## src/rtl/mem_lp_pkg.sv

```systemverilog
package mem_lp_pkg;

  // Level codes double as the reported mode; numeric order is the step order.
  typedef enum logic [1:0] {
    LVL_ACTIVE  = 2'b00,
    LVL_STANDBY = 2'b01,
    LVL_RETAIN  = 2'b10,
    LVL_OFF     = 2'b11
  } lvl_e;

  // One-cycle strobes from the sequencer to the control datapath.
  typedef struct packed {
    logic setCen;
    logic clrCen;
    logic setClamp;
    logic clrClamp;
    logic setPeri;
    logic clrPeri;
    logic setArray;
    logic clrArray;
    logic loadSettle;
    logic inShutdown;
    logic clrFlag;
  } strobe_t;

endpackage

```

## src/rtl/mem_lp_fsm.sv

```systemverilog
module mem_lp_fsm
  import mem_lp_pkg::*;
(
  input  logic       clk,
  input  logic       rstN,
  input  logic       modeReq,
  input  logic [1:0] modeSel,
  input  logic       inFlight,
  input  logic       accReq,
  input  logic       settleDone,
  output strobe_t    stb,
  output logic [1:0] curMode,
  output logic       modeAck,
  output logic       accGrant,
  output logic       accStall
);

  typedef enum logic [3:0] {
    ST_STABLE,
    ST_STEP,
    ST_DRAIN,
    ST_CLAMP,
    ST_PERI_OFF,
    ST_ARRAY_OFF,
    ST_ARRAY_ON,
    ST_WAIT_A,
    ST_PERI_ON,
    ST_WAIT_P,
    ST_UNCLAMP,
    ST_CEN_ON,
    ST_ACK
  } state_e;

  state_e state, nextState;
  lvl_e   level, nextLevel;
  lvl_e   tgt, nextTgt;

  always_ff @(posedge clk or negedge rstN) begin
    if (!rstN) begin
      state <= ST_STABLE;
      level <= LVL_ACTIVE;
      tgt   <= LVL_ACTIVE;
    end else begin
      state <= nextState;
      level <= nextLevel;
      tgt   <= nextTgt;
    end
  end

  always_comb begin
    stb            = '0;
    stb.inShutdown = (level == LVL_OFF);
    nextState      = state;
    nextLevel      = level;
    nextTgt        = tgt;
    unique case (state)
      ST_STABLE: begin
        if (modeReq) begin
          nextTgt     = lvl_e'(modeSel);
          stb.clrFlag = 1'b1;
          nextState   = ST_STEP;
        end
      end
      ST_STEP: begin
        if (tgt == level) begin
          nextState = ST_ACK;
        end else if (tgt > level) begin
          unique case (level)
            LVL_ACTIVE:  nextState = ST_DRAIN;
            LVL_STANDBY: nextState = ST_CLAMP;
            default:     nextState = ST_ARRAY_OFF;
          endcase
        end else begin
          unique case (level)
            LVL_OFF:    nextState = ST_ARRAY_ON;
            LVL_RETAIN: nextState = ST_PERI_ON;
            default:    nextState = ST_CEN_ON;
          endcase
        end
      end
      ST_DRAIN: begin
        if (!inFlight) begin
          stb.clrCen = 1'b1;
          nextLevel  = LVL_STANDBY;
          nextState  = ST_STEP;
        end
      end
      ST_CLAMP: begin
        stb.setClamp = 1'b1;
        nextState    = ST_PERI_OFF;
      end
      ST_PERI_OFF: begin
        stb.clrPeri = 1'b1;
        nextLevel   = LVL_RETAIN;
        nextState   = ST_STEP;
      end
      ST_ARRAY_OFF: begin
        stb.clrArray = 1'b1;
        nextLevel    = LVL_OFF;
        nextState    = ST_STEP;
      end
      ST_ARRAY_ON: begin
        stb.setArray   = 1'b1;
        stb.loadSettle = 1'b1;
        nextState      = ST_WAIT_A;
      end
      ST_WAIT_A: begin
        if (settleDone) begin
          nextLevel = LVL_RETAIN;
          nextState = ST_STEP;
        end
      end
      ST_PERI_ON: begin
        stb.setPeri    = 1'b1;
        stb.loadSettle = 1'b1;
        nextState      = ST_WAIT_P;
      end
      ST_WAIT_P: begin
        if (settleDone) nextState = ST_UNCLAMP;
      end
      ST_UNCLAMP: begin
        stb.clrClamp = 1'b1;
        nextLevel    = LVL_STANDBY;
        nextState    = ST_STEP;
      end
      ST_CEN_ON: begin
        stb.setCen = 1'b1;
        nextLevel  = LVL_ACTIVE;
        nextState  = ST_STEP;
      end
      ST_ACK: begin
        nextState = ST_STABLE;
      end
      default: nextState = ST_STABLE;
    endcase
  end

  assign curMode  = level;
  assign modeAck  = (state == ST_ACK);
  assign accGrant = accReq && (state == ST_STABLE) && (level == LVL_ACTIVE);
  assign accStall = accReq && !accGrant;

  AST_ACK_MATCHES_SEL: assert property (@(posedge clk) disable iff (!rstN)
    modeAck |-> (curMode == modeSel)) else $error("ack at wrong level");
  AST_ACK_SINGLE: assert property (@(posedge clk) disable iff (!rstN)
    modeAck |=> !modeAck) else $error("ack longer than one cycle");

endmodule

```

## src/rtl/mem_lp_dp.sv

```systemverilog
module mem_lp_dp
  import mem_lp_pkg::*;
#(
  parameter int NUM_MACROS = 37,
  parameter int SETTLE_W   = 8
) (
  input  logic                  clk,
  input  logic                  rstN,
  input  strobe_t               stb,
  input  logic [SETTLE_W-1:0]   settleCount,
  input  logic                  accReq,
  output logic                  settleDone,
  output logic                  dataInvalid,
  output logic [NUM_MACROS-1:0] memCen,
  output logic [NUM_MACROS-1:0] clampEn,
  output logic [NUM_MACROS-1:0] periPwrEn,
  output logic [NUM_MACROS-1:0] arrayPwrEn
);

  logic                cenReg, clampReg, periReg, arrayReg;
  logic [SETTLE_W-1:0] settleCnt;
  logic                invalidReg;

  always_ff @(posedge clk or negedge rstN) begin
    if (!rstN) begin
      cenReg   <= 1'b1;
      clampReg <= 1'b0;
      periReg  <= 1'b1;
      arrayReg <= 1'b1;
    end else begin
      if (stb.setCen)        cenReg   <= 1'b1;
      else if (stb.clrCen)   cenReg   <= 1'b0;
      if (stb.setClamp)      clampReg <= 1'b1;
      else if (stb.clrClamp) clampReg <= 1'b0;
      if (stb.setPeri)       periReg  <= 1'b1;
      else if (stb.clrPeri)  periReg  <= 1'b0;
      if (stb.setArray)      arrayReg <= 1'b1;
      else if (stb.clrArray) arrayReg <= 1'b0;
    end
  end

  always_ff @(posedge clk or negedge rstN) begin
    if (!rstN)                 settleCnt <= '0;
    else if (stb.loadSettle)   settleCnt <= settleCount;
    else if (settleCnt != '0)  settleCnt <= settleCnt - 1'b1;
  end

  assign settleDone = (settleCnt == '0);

  always_ff @(posedge clk or negedge rstN) begin
    if (!rstN) invalidReg <= 1'b0;
    else       invalidReg <= (invalidReg & ~stb.clrFlag) | (accReq & stb.inShutdown);
  end

  assign dataInvalid = invalidReg;

  // Per-macro fan-out of the shared control state.
  for (genvar m = 0; m < NUM_MACROS; m++) begin : gMacro
    assign memCen[m]     = cenReg;
    assign clampEn[m]    = clampReg;
    assign periPwrEn[m]  = periReg;
    assign arrayPwrEn[m] = arrayReg;
  end

  AST_CLAMP_BEFORE_PERI_OFF: assert property (@(posedge clk) disable iff (!rstN)
    $fell(periReg) |-> $past(clampReg)) else $error("periphery cut unclamped");
  AST_CEN_LOW_WHEN_CLAMPED: assert property (@(posedge clk) disable iff (!rstN)
    clampReg |-> !cenReg) else $error("selected while clamped");
  AST_ARRAY_OFF_AFTER_PERI: assert property (@(posedge clk) disable iff (!rstN)
    !arrayReg |-> !periReg) else $error("array off with periphery on");
  AST_UNCLAMP_POWERED: assert property (@(posedge clk) disable iff (!rstN)
    $fell(clampReg) |-> (periReg && arrayReg)) else $error("unclamp unpowered");
  AST_CEN_RISE_UNCLAMPED: assert property (@(posedge clk) disable iff (!rstN)
    $rose(cenReg) |-> !clampReg) else $error("select before unclamp");

endmodule

```

## src/rtl/mem_lp_ctrl.sv

```systemverilog
module mem_lp_ctrl
  import mem_lp_pkg::*;
#(
  parameter int NUM_MACROS = 37,
  parameter int SETTLE_W   = 8
) (
  input  logic                  clk,
  input  logic                  rstN,
  input  logic                  modeReq,
  input  logic [1:0]            modeSel,
  output logic                  modeAck,
  output logic [1:0]            curMode,
  input  logic [SETTLE_W-1:0]   settleCount,
  input  logic                  inFlight,
  input  logic                  accReq,
  output logic                  accGrant,
  output logic                  accStall,
  output logic                  dataInvalid,
  output logic [NUM_MACROS-1:0] memCen,
  output logic [NUM_MACROS-1:0] clampEn,
  output logic [NUM_MACROS-1:0] periPwrEn,
  output logic [NUM_MACROS-1:0] arrayPwrEn
);

  strobe_t stb;
  logic    settleDone;

  mem_lp_fsm u_fsm (
    .clk        (clk),
    .rstN       (rstN),
    .modeReq    (modeReq),
    .modeSel    (modeSel),
    .inFlight   (inFlight),
    .accReq     (accReq),
    .settleDone (settleDone),
    .stb        (stb),
    .curMode    (curMode),
    .modeAck    (modeAck),
    .accGrant   (accGrant),
    .accStall   (accStall)
  );

  mem_lp_dp #(
    .NUM_MACROS (NUM_MACROS),
    .SETTLE_W   (SETTLE_W)
  ) u_dp (
    .clk         (clk),
    .rstN        (rstN),
    .stb         (stb),
    .settleCount (settleCount),
    .accReq      (accReq),
    .settleDone  (settleDone),
    .dataInvalid (dataInvalid),
    .memCen      (memCen),
    .clampEn     (clampEn),
    .periPwrEn   (periPwrEn),
    .arrayPwrEn  (arrayPwrEn)
  );

  AST_GRANT_NEEDS_CEN: assert property (@(posedge clk) disable iff (!rstN)
    accGrant |-> (&memCen && !(|clampEn))) else $error("grant while deselected");

endmodule

```

## config.mk

```make
export PLATFORM = sky130hd
export DESIGN_NAME = mem_lp_ctrl
export DESIGN_NICKNAME = d
export VERILOG_FILES = /design/src/rtl/mem_lp_pkg.sv /design/src/rtl/mem_lp_fsm.sv /design/src/rtl/mem_lp_dp.sv /design/src/rtl/mem_lp_ctrl.sv
export SDC_FILE = /design/constraint.sdc
export NUM_CORES = 1
export LEC_CHECK = 0
export ABC_AREA = 0
export BUFFER_PORTS_ARGS = -buffer_cell sky130_fd_sc_hd__buf_2
export CORE_MARGIN = 4
export CORE_UTILIZATION = 25
export CTS_CLUSTER_SIZE = 24
export DETAILED_ROUTE_END_ITERATION = 10
export GPL_ROUTABILITY_DRIVEN = 0
export PLACE_DENSITY = 0.55
export SLEW_MARGIN = 20
export SYNTH_ARGS = -nofsm -noshare
export SYNTH_HDL_FRONTEND = slang
export SYNTH_SLANG_ARGS = --single-unit
```

## constraint.sdc

```tcl
create_clock -name clk -period 1.9 [get_ports clk]
set_input_delay 0.38 -clock clk [delete_from_list [all_inputs] [get_ports clk]]
set_output_delay 0.38 -clock clk [all_outputs]
set_load 0.01 [all_outputs]
```

# Yosys cells after proc, flatten, opt, wreduce, memory -nomap -nowiden
# Index checks and enable logic that the tools add are counted.
[totals]
regBits = 21
out_inout_bits = 154
mem_count = 0
inputBits = 15
wordCells = 88
romBits = 0
ram_bits = 0
latchBits = 0
[op_classes]
bitwise_logic = 4
n_reduce_logical = 19
n_addsub = 1
div = 0
mux = 34
order_cmp = 1
mul = 0
eq_ne = 20
n_shift = 0
[op_table]
columns = ["operator", "n"]
rows = [
  ["$pmux W4 S9", 1],
  ["$mux W4", 6],
  ["$eq A4 B4 Y1 const B", 5],
  ["$mux W1", 20],
  ["$eq A4 B3 Y1 const B", 4],
  ["$mux W8", 2],
  ["$pmux W2 S6", 1],
  ["$reduce_bool A2 Y1", 5],
  ["$eq A4 B2 Y1 const B", 2],
  ["$logic_not A8 Y1", 1],
  ["$ne A2 B2 Y1 const B", 4],
  ["$pmux W4 S2", 1],
  ["$reduce_bool A8 Y1", 1],
  ["$sub A8 B1 Y8 const B", 1],
  ["$pmux W3 S2", 1],
  ["$reduce_bool A6 Y1", 1],
  ["$eq A2 B2 Y1 const B", 2],
  ["$eq A4 B1 Y1 const B", 1],
  ["$logic_not A4 Y1", 1],
  ["$mux W2", 2],
  ["$reduce_and A4 Y1", 1],
  ["$reduce_or A4 Y1", 1],
  ["$logic_and A1 B1 Y1", 3],
  ["$reduce_and A3 Y1", 1],
  ["10 further kinds", 11],
]

# Depth between registers and ports, before layout
# Gate-level depths: netlist of run 1.
[logic_depth]
word_depth = 5
mapped_depth = 7
mapped_depth_nobuf = 7

# By module
# From an unflattened synthesis of run 1, not the netlist that was laid out.
[unflattened]
hier_cells = 315
area_unflattened_um2 = 2511.2
[modules_own_cells]
columns = ["mod", "n_inst", "cells_per_inst", "area_per_inst_um2", "seq_area_each_um2"]
rows = [
  ["mem_lp_dp", 1, 220, 1800.5, 329.1],
  ["mem_lp_fsm", 1, 95, 710.7, 200.2],
]

# Least setup slack after synthesis of run 1
# No wires, ideal clock.
[synth_path]
path_kind = "register to register"
start = "register u_dp.settleCnt[3]"
end = "register u_dp.settleCnt[7]"
path_buffers = 0
required_time_ps = 1775
period_less_slack_ps = 1855
arrival_ps = 1730
path_stages_with_launch = 6
path_slack_ps = 45
setup_time_ps = 125
path_cell_list = "dfrtp_1 > or4_4 > or3_4 > nand3_1 > o21ai_0 > mux2_2"
[synth_via]
elab_chain_cells = 3
word_cells_on_any_way = 5
cone_classes = "add/sub (1); mux (2); reduce/logical (2)"
[synth_rtl]
columns = ["element", "line_no", "text"]
rows = [
  ["start, declared", "mem_lp_dp.sv:21", "logic [SETTLE_W-1:0] settleCnt;"],
  ["start signal, assigned", "mem_lp_dp.sv:44", "else if (stb.loadSettle) settleCnt <= settleCount;"],
  ["start signal, assigned", "mem_lp_dp.sv:45", "else if (settleCnt != '0) settleCnt <= settleCnt - 1'b1;"],
  ["$sub A8 B1 Y8", "mem_lp_dp.sv:45", ""],
  ["$mux W8", "mem_lp_dp.sv:45", ""],
  ["$mux W8", "mem_lp_dp.sv:44", ""],
]
# Parallel ways exist; a longest one is shown, timed or not. The select of a mux whose other input is x is not followed.
# A chain may end at the register's enable or synchronous reset.

# Final worst setup path of run 1
[layout_path]
start = "register u_dp.settleCnt[2]"
end = "register u_dp.settleCnt[1]"
[layout_via]
elab_chain_cells = 2
[layout_rtl]
columns = ["element", "line_no"]
rows = [
  ["$reduce_bool A8 Y1", "mem_lp_dp.sv:45"],
  ["$reduce_bool A2 Y1 (no source line)", "n/a"],
]
# Every way passes these cells.

==> results.yml, run 1 <==
timing:
  min_period_over_period: 0.974
  fin_skew_ps: 2.64
  finalMaxSlewViolations: 0
  fmax_ghz: 0.540
  setup_slack_ps: 48.8
  period_needed_ps: 1850
  worstMarginPinSlew_ps: 504
  final_hold_viol_count: 0
  rsz0062_at_grt: "true"
  setup_viol: 0
  max_slew_margin: 0.664
worst_setup_path:
  reg2reg_slack_ps: 50
  r2r_end: "u_dp.settleCnt[1]$_DFFE_PN0P_"
  slowest_delay_ps: 540
  path_cells: "or4_4 > or3_4 > nor2_1 > a21oi_1 > mux2_2"
  reg2reg_depth: 5
  startpoint_type: "flop"
  crit_end: "u_dp.settleCnt[1]$_DFFE_PN0P_"
  crit_slowest_cell: "or4_4"
  cp.depth: 5
  path_max_fanout: 5
  cp_top_family: "simple AND/OR/NAND/NOR gates"
  crit_arrival_ps: 2000
  critical_path.startpoint: "u_dp.settleCnt[2]$_DFFE_PN0P_"
  crit_type: "flop to flop"
  worstPathRequired_ps: 2050
  end_kind: "flop"
  rr_startpoint: "u_dp.settleCnt[2]$_DFFE_PN0P_"
  timing.critical_path.buf_inv: 0
logic_synthesis:
  avgSynthCellArea_sq_um: 7.96
  synth_cells: 307
  ys_warn_count: 0
  synth.cell_area_sq_um: 2440
  synth_seq_cells: 21
  synth_nets: 326
  ys_types: 38
  seq_area_frac_synth: 0.217
final_layout:
  drive_gt1_frac: 0.601
  diodes: 0
  fillCellCount: 1035
  finish.utilization: 0.265
  fin_nets: 356
  area_delta_synth_final_pct: 1.79
cts:
  cts_buffer_depth: 2
  clkSinkCount: 21
  cts_buffers: 3
  h-tree-depth: 1
  holdBufCountCts: 0
  insertion_delay_ps: 260
  clock-root-buffer: "clkbuf_8"
  clk_pin_slew_ps: 80
  cts_tree: "built"
global_routing:
  first_global_vias: 1496
  grt_use_met3: 0.0151
  grt_busiest_layer: "met2"
  grt_pass1_wl_microns: 7390
  grt_use_total: 0.0772
  antenna_found_initial: 0
  grt.met2_usage: 0.150
  grt_use_met1: 0.0882
  grt_max_degree: 40
  grt_overflow_total: 0
placement:
  pre_cts_ws_ps: -10.4
  dp_hpwl_microns: 4080
  io_buffers: 168
pwr:
  power_leakage_nw: 1.43
  p_per_area_nw_per_um2: 1930
  vdd_ir_drop_max_uv: 546
flow_run:
  max_cap_violations: 0
die:
  die_h_microns: 107
  die_area_sq_um: 11400
  die_width_microns: 107
  initial_core_util: 0.261
  fp-row-count: 35
  core-area_sq_um: 9370
  pin_count: 169
routing:
  vias: 1814
  wl_microns: 5110
  drtIter0Drc: 98
  routedWlPerCell_microns: 11.0
  viasPerCell: 3.90
  ant_nets: 0
  dr.pass1.iters: 4
  drc: 0
min_path:
  hp-class: "primary input to asynchronous set/reset pin"
run_status:
  status: "finished clean"
-- worst register-to-register path: stages (launching register included) --
cell and delay [ps]:
dfrtp_1 380, or4_4 540, or3_4 420, nor2_1 100
a21oi_1 50, mux2_2 250
-- cells in the final DEF (no fill, tap or decap), types with 4 or more instances in the layout --
master   count
nand2_1     15
ha_1         4
nor4_1       4
nor2b_1      5
inv_1        9
buf_4       14
dfrtp_1     18
a21oi_1     15
nor3_1       4
o21ai_0     12
buf_2      168
nor2_1      18
-- where the power goes --
| part | total, mW | internal, mW | leakage, nW | switching, mW |
|---|---|---|---|---|
| Combinational | 3.47 | 1.54 | 1.16 | 1.93 |
| Clock | 0.305 | 0.149 | 0.0228 | 0.155 |
| Sequential | 1.02 | 0.687 | 0.243 | 0.338 |
| Total | 4.80 | 2.37 | 1.43 | 2.43 |
-- routing by layer --
layer  wire length (microns)  share of wire
met2                    2610           0.51
met3                     506          0.099
met1                    1980           0.39
met5                       0              0
met4                      14         0.0027
-- area by class of cell --
type / instances / area [sq um] / area share
repair buffers: 182 / 946 / 0.380
inverters: 9 / 33.8 / 0.0136
clock buffers: 4 / 45.0 / 0.0181
flip-flops and latches: 21 / 529 / 0.213
well taps: 129 / 161 / 0.0649
multi-input cells: 120 / 771 / 0.310
-- cells in the mapped netlist, drive strengths merged --
master   count  area [sq um]
dfrtp       18           450
nand2       15          56.3
clkbuf       8          30.0
a31oi        1          6.26
buf        149          1110
or4          1          11.3
mux2         4          45.0
a211o        2          17.5
dfstp        3          78.8
xor2         1          8.76
nor2        18          67.6
a2bb2oi      2          17.5
o21ai       14          70.1
mux2i        1          10.0
nand4b       1          8.76
and3         3          18.8
a21oi       16          80.1
or2          1          6.26
inv          9          33.8
nor4b        1          8.76
nand2b       3          18.8
o31ai        3          22.5
nor4         5          31.3
ha           4          50.1
nand3        2          15.0
xnor2        3          26.3
or3          3          23.8
nor2b        5          31.3
a32o         2          20.0
a21o         1          7.51
nor3         5          30.0
o22a         1          8.76
o2111ai      1          8.76
nor3b        1          7.51
-- timing repair --
action / CTS / global route
pin swaps: 1 / 4
endpoints found under the setup margin: 2 / 2
buffers inserted: 0 / 1
gates resized for setup: 1 / 8
-- worst min path at each step --
stage / from / slack (ps) / end
5_1_grt: rstN / 110 / u_fsm.state[3]$_DFFE_PN0P_
6_report: rstN / 80 / u_dp.settleCnt[0]$_DFFE_PN0P_
4_1_cts: rstN / 90 / u_fsm.state[2]$_DFFE_PN0P_
2_1_floorplan: rstN / 80 / u_dp.clampReg$_DFFE_PN0P_
3_5_place_dp: rstN / 380 / u_dp.settleCnt[0]$_DFFE_PN0P_
3_3_place_gp: rstN / 380 / u_dp.settleCnt[0]$_DFFE_PN0P_
-- logic make-up after synthesis --
family	count (synthesis)	synth area share
buffers and inverters	166	0.483
and+or+nand+nor	64	0.137
AOI/OAI and AO/OA	43	0.106
DFF	21	0.217
muxes	5	0.0225
xor gates and xnor gates	4	0.0143
adders and majority gates	4	0.0205
-- stage by stage --
step	setup TNS, ps	hold slack [ps]	instance area [sq um]	instances	power [mW]
5_1_grt	-38.9	110	2490	465	5.25
2_1_floorplan	0	84.4	2440	307	4.53
3_3_place_gp	0	380	2400	460	4.44
4_1_cts	0	90.3	2450	464	4.82
6_report	0	76.8	2490	465	4.80
3_5_place_dp	-10.4	384	2400	460	4.49
-- flip-flops by register name, summed over array words and instances (netlist names) --
name	cells
u_dp.arrayReg	1
u_fsm.state	4
u_dp.clampReg	1
u_dp.cenReg	1
u_dp.dataInvalid	1
u_fsm.tgt	2
u_fsm.curMode	2
u_dp.periReg	1
u_dp.settleCnt	8
Note: power is estimated with default switching activity, not from simulation.
==> run 2: changes to the inputs <==
REMOVE_ABC_BUFFERS = 1   (was not set)
==> run 2 against run 1 <==
  * Critical path depth unchanged
  * Sequential share of layout area is 0.086 points higher
  * Via count rose by 1.7%
  * Global-route usage shrank 0.26 points
  * Cell area decreased by 0.40%
  * Cell count did not move
  * Total power decreased by 1.4%
  * Clock skew hardly changed
  * Core utilization down 0.11 points
  * Fmax up 0.21%
  * Combinational power down 3%
==> results.yml, run 2 (synthesis results as in run 1) <==
routing:
  drc: 0
  routedWlPerCell_microns: 10.6
  wl_microns: 4940
  vias: 1845
  drtIter0Drc: 62
  ant_nets: 0
  viasPerCell: 3.97
  dr.pass1.iters: 4
pwr:
  fin_total_pwr_mw: 4.73
  p_seq_frac: 0.223
  switching_share: 0.503
  combPwrFrac: 0.714
  vdd_ir_drop_max_uv: 406
  power.internal_mw: 2.35
  power_leakage_nw: 1.42
  p_per_area_nw_per_um2: 1910
  switchingPower_mw: 2.38
  power.share.clock: 0.062
placement:
  placedCellCount: 461
  dp_hpwl_microns: 4000
  io_buffers: 168
final_layout:
  fillCellCount: 1059
  reg_top3: "u_dp.settleCnt: 8 flops, u_fsm.state: 4 flops"
  mostFrequentLayoutCells: "168 x buf_2, 18 x nor2_1, 18 x dfrtp_1, 16 x a21oi_1"
  area_delta_synth_final_pct: 1.38
  largest_register: "u_dp.settleCnt"
  final_common_cell: "buf_2"
  finalNonFillerCells: 465
  fin_nets: 356
  largest_register_ffs: 8
  diodes: 0
  drive_gt1_frac: 0.604
worst_setup_path:
  path_max_fanout: 5
  worstPathRequired_ps: 2050
  crit_type: "flop to flop"
  crit_arrival_ps: 2000
  end_kind: "flop"
  startpoint_type: "flop"
cts:
  insertion_delay_ps: 260
  cts_buffer_depth: 2
  clk_pin_slew_ps: 80
  clkSinkCount: 21
  holdBufCountCts: 0
  clock-root-buffer: "clkbuf_8"
  cts_resized: 0
  cts_setup_buffers: 0
  h-tree-depth: 1
  cts_buffers: 3
  cts_tree: "built"
timing:
  fin_skew_ps: 3.11
  finalMaxSlewViolations: 0
  fmax_ghz: 0.541
  max_slew_margin: 0.533
  holdWs_ps: 73.5
  worstMarginPinSlew_ps: 700
  min_period_over_period: 0.972
  rsz0062_at_grt: "true"
  setup_viol: 0
  period_needed_ps: 1850
  final_hold_viol_count: 0
global_routing:
  grt_max_degree: 40
  grt_overflow_total: 0
  grt_pass1_wl_microns: 7130
  first_global_vias: 1501
  antenna_found_initial: 0
  grt_use_total: 0.0747
die:
  core-area_sq_um: 9370
  die_area_sq_um: 11400
  fp-row-count: 35
  die_width_microns: 107
  initial_core_util: 0.261
  pin_count: 169
  die_h_microns: 107
flow_run:
  max_cap_violations: 0
min_path:
  hp-class: "primary input to asynchronous set/reset pin"
run_status:
  status: "finished clean"
## run 2: path summary, 6_finish.rpt
check                                                   start                            end  slack (ps)  cells past startpoint
worst max-delay path            u_dp.settleCnt[4]$_DFFE_PN0P_  u_dp.settleCnt[7]$_DFFE_PN0P_          50                      5
worst min-delay path                                     rstN      u_dp.clampReg$_DFFE_PN0P_          70                      1
worst max register to register  u_dp.settleCnt[4]$_DFFE_PN0P_  u_dp.settleCnt[7]$_DFFE_PN0P_          50                      5
worst min register to register       u_fsm.tgt[0]$_DFFE_PN0P_       u_fsm.tgt[0]$_DFFE_PN0P_         510                      1
max in group asynchronous                                rstN      u_dp.arrayReg$_DFFE_PN1P_        1470                      1
min in group clk                               settleCount[5]  u_dp.settleCnt[5]$_DFFE_PN0P_         320                      3
## run 2: through the flow
step	setup WS (ps)	util	setup TNS, ps	instance area [sq um]
finish	52.8	0.264	0	2480
global route	-31.2	0.264	-31.2	2480
floorplan	-1000	-	-62580	1300
detailed placement	17.3	0.257	0	2400
global placement	18.2	0.257	0	2400
CTS	1.58	0.262	0	2450
## run 2: critical path, cell delays in order, from the launching register on
cell	delay, ps
dfrtp_1	380
or4_4	550
or3_4	390
nand3_2	80
o21ai_0	70
mux2_2	260
## run 2: layout make-up
type,count,area (sq um),area share
sequential,21,529,0.214
clock buffer,3,41.3,0.0167
timing repair buffer,182,946,0.382
multi-input combinational,120,759,0.307
clock inverter,1,5.00,0.00202
inverter,9,33.8,0.0136
tap,129,161,0.0652
## run 2: routing by layer
metal | track usage | vias to the layer above | share of wire
li1 | - | 912 | -
met1 | 0.0899 | 805 | 0.40
met2 | 0.138 | 123 | 0.47
met3 | 0.00542 | 5 | 0.12
met4 | 0.0283 | 0 | 0.013
met5 | 0 | - | 0
## run 2: power groups by stage
stage	Combinational (mW)	Sequential (mW)	Clock, mW
after floorplan	0.937	1.90	0
after CTS	3.42	1.06	0.314
final	3.38	1.06	0.295
after global placement	3.41	1.04	0
after detailed placement	3.41	1.07	0
after global routing	3.71	1.14	0.330
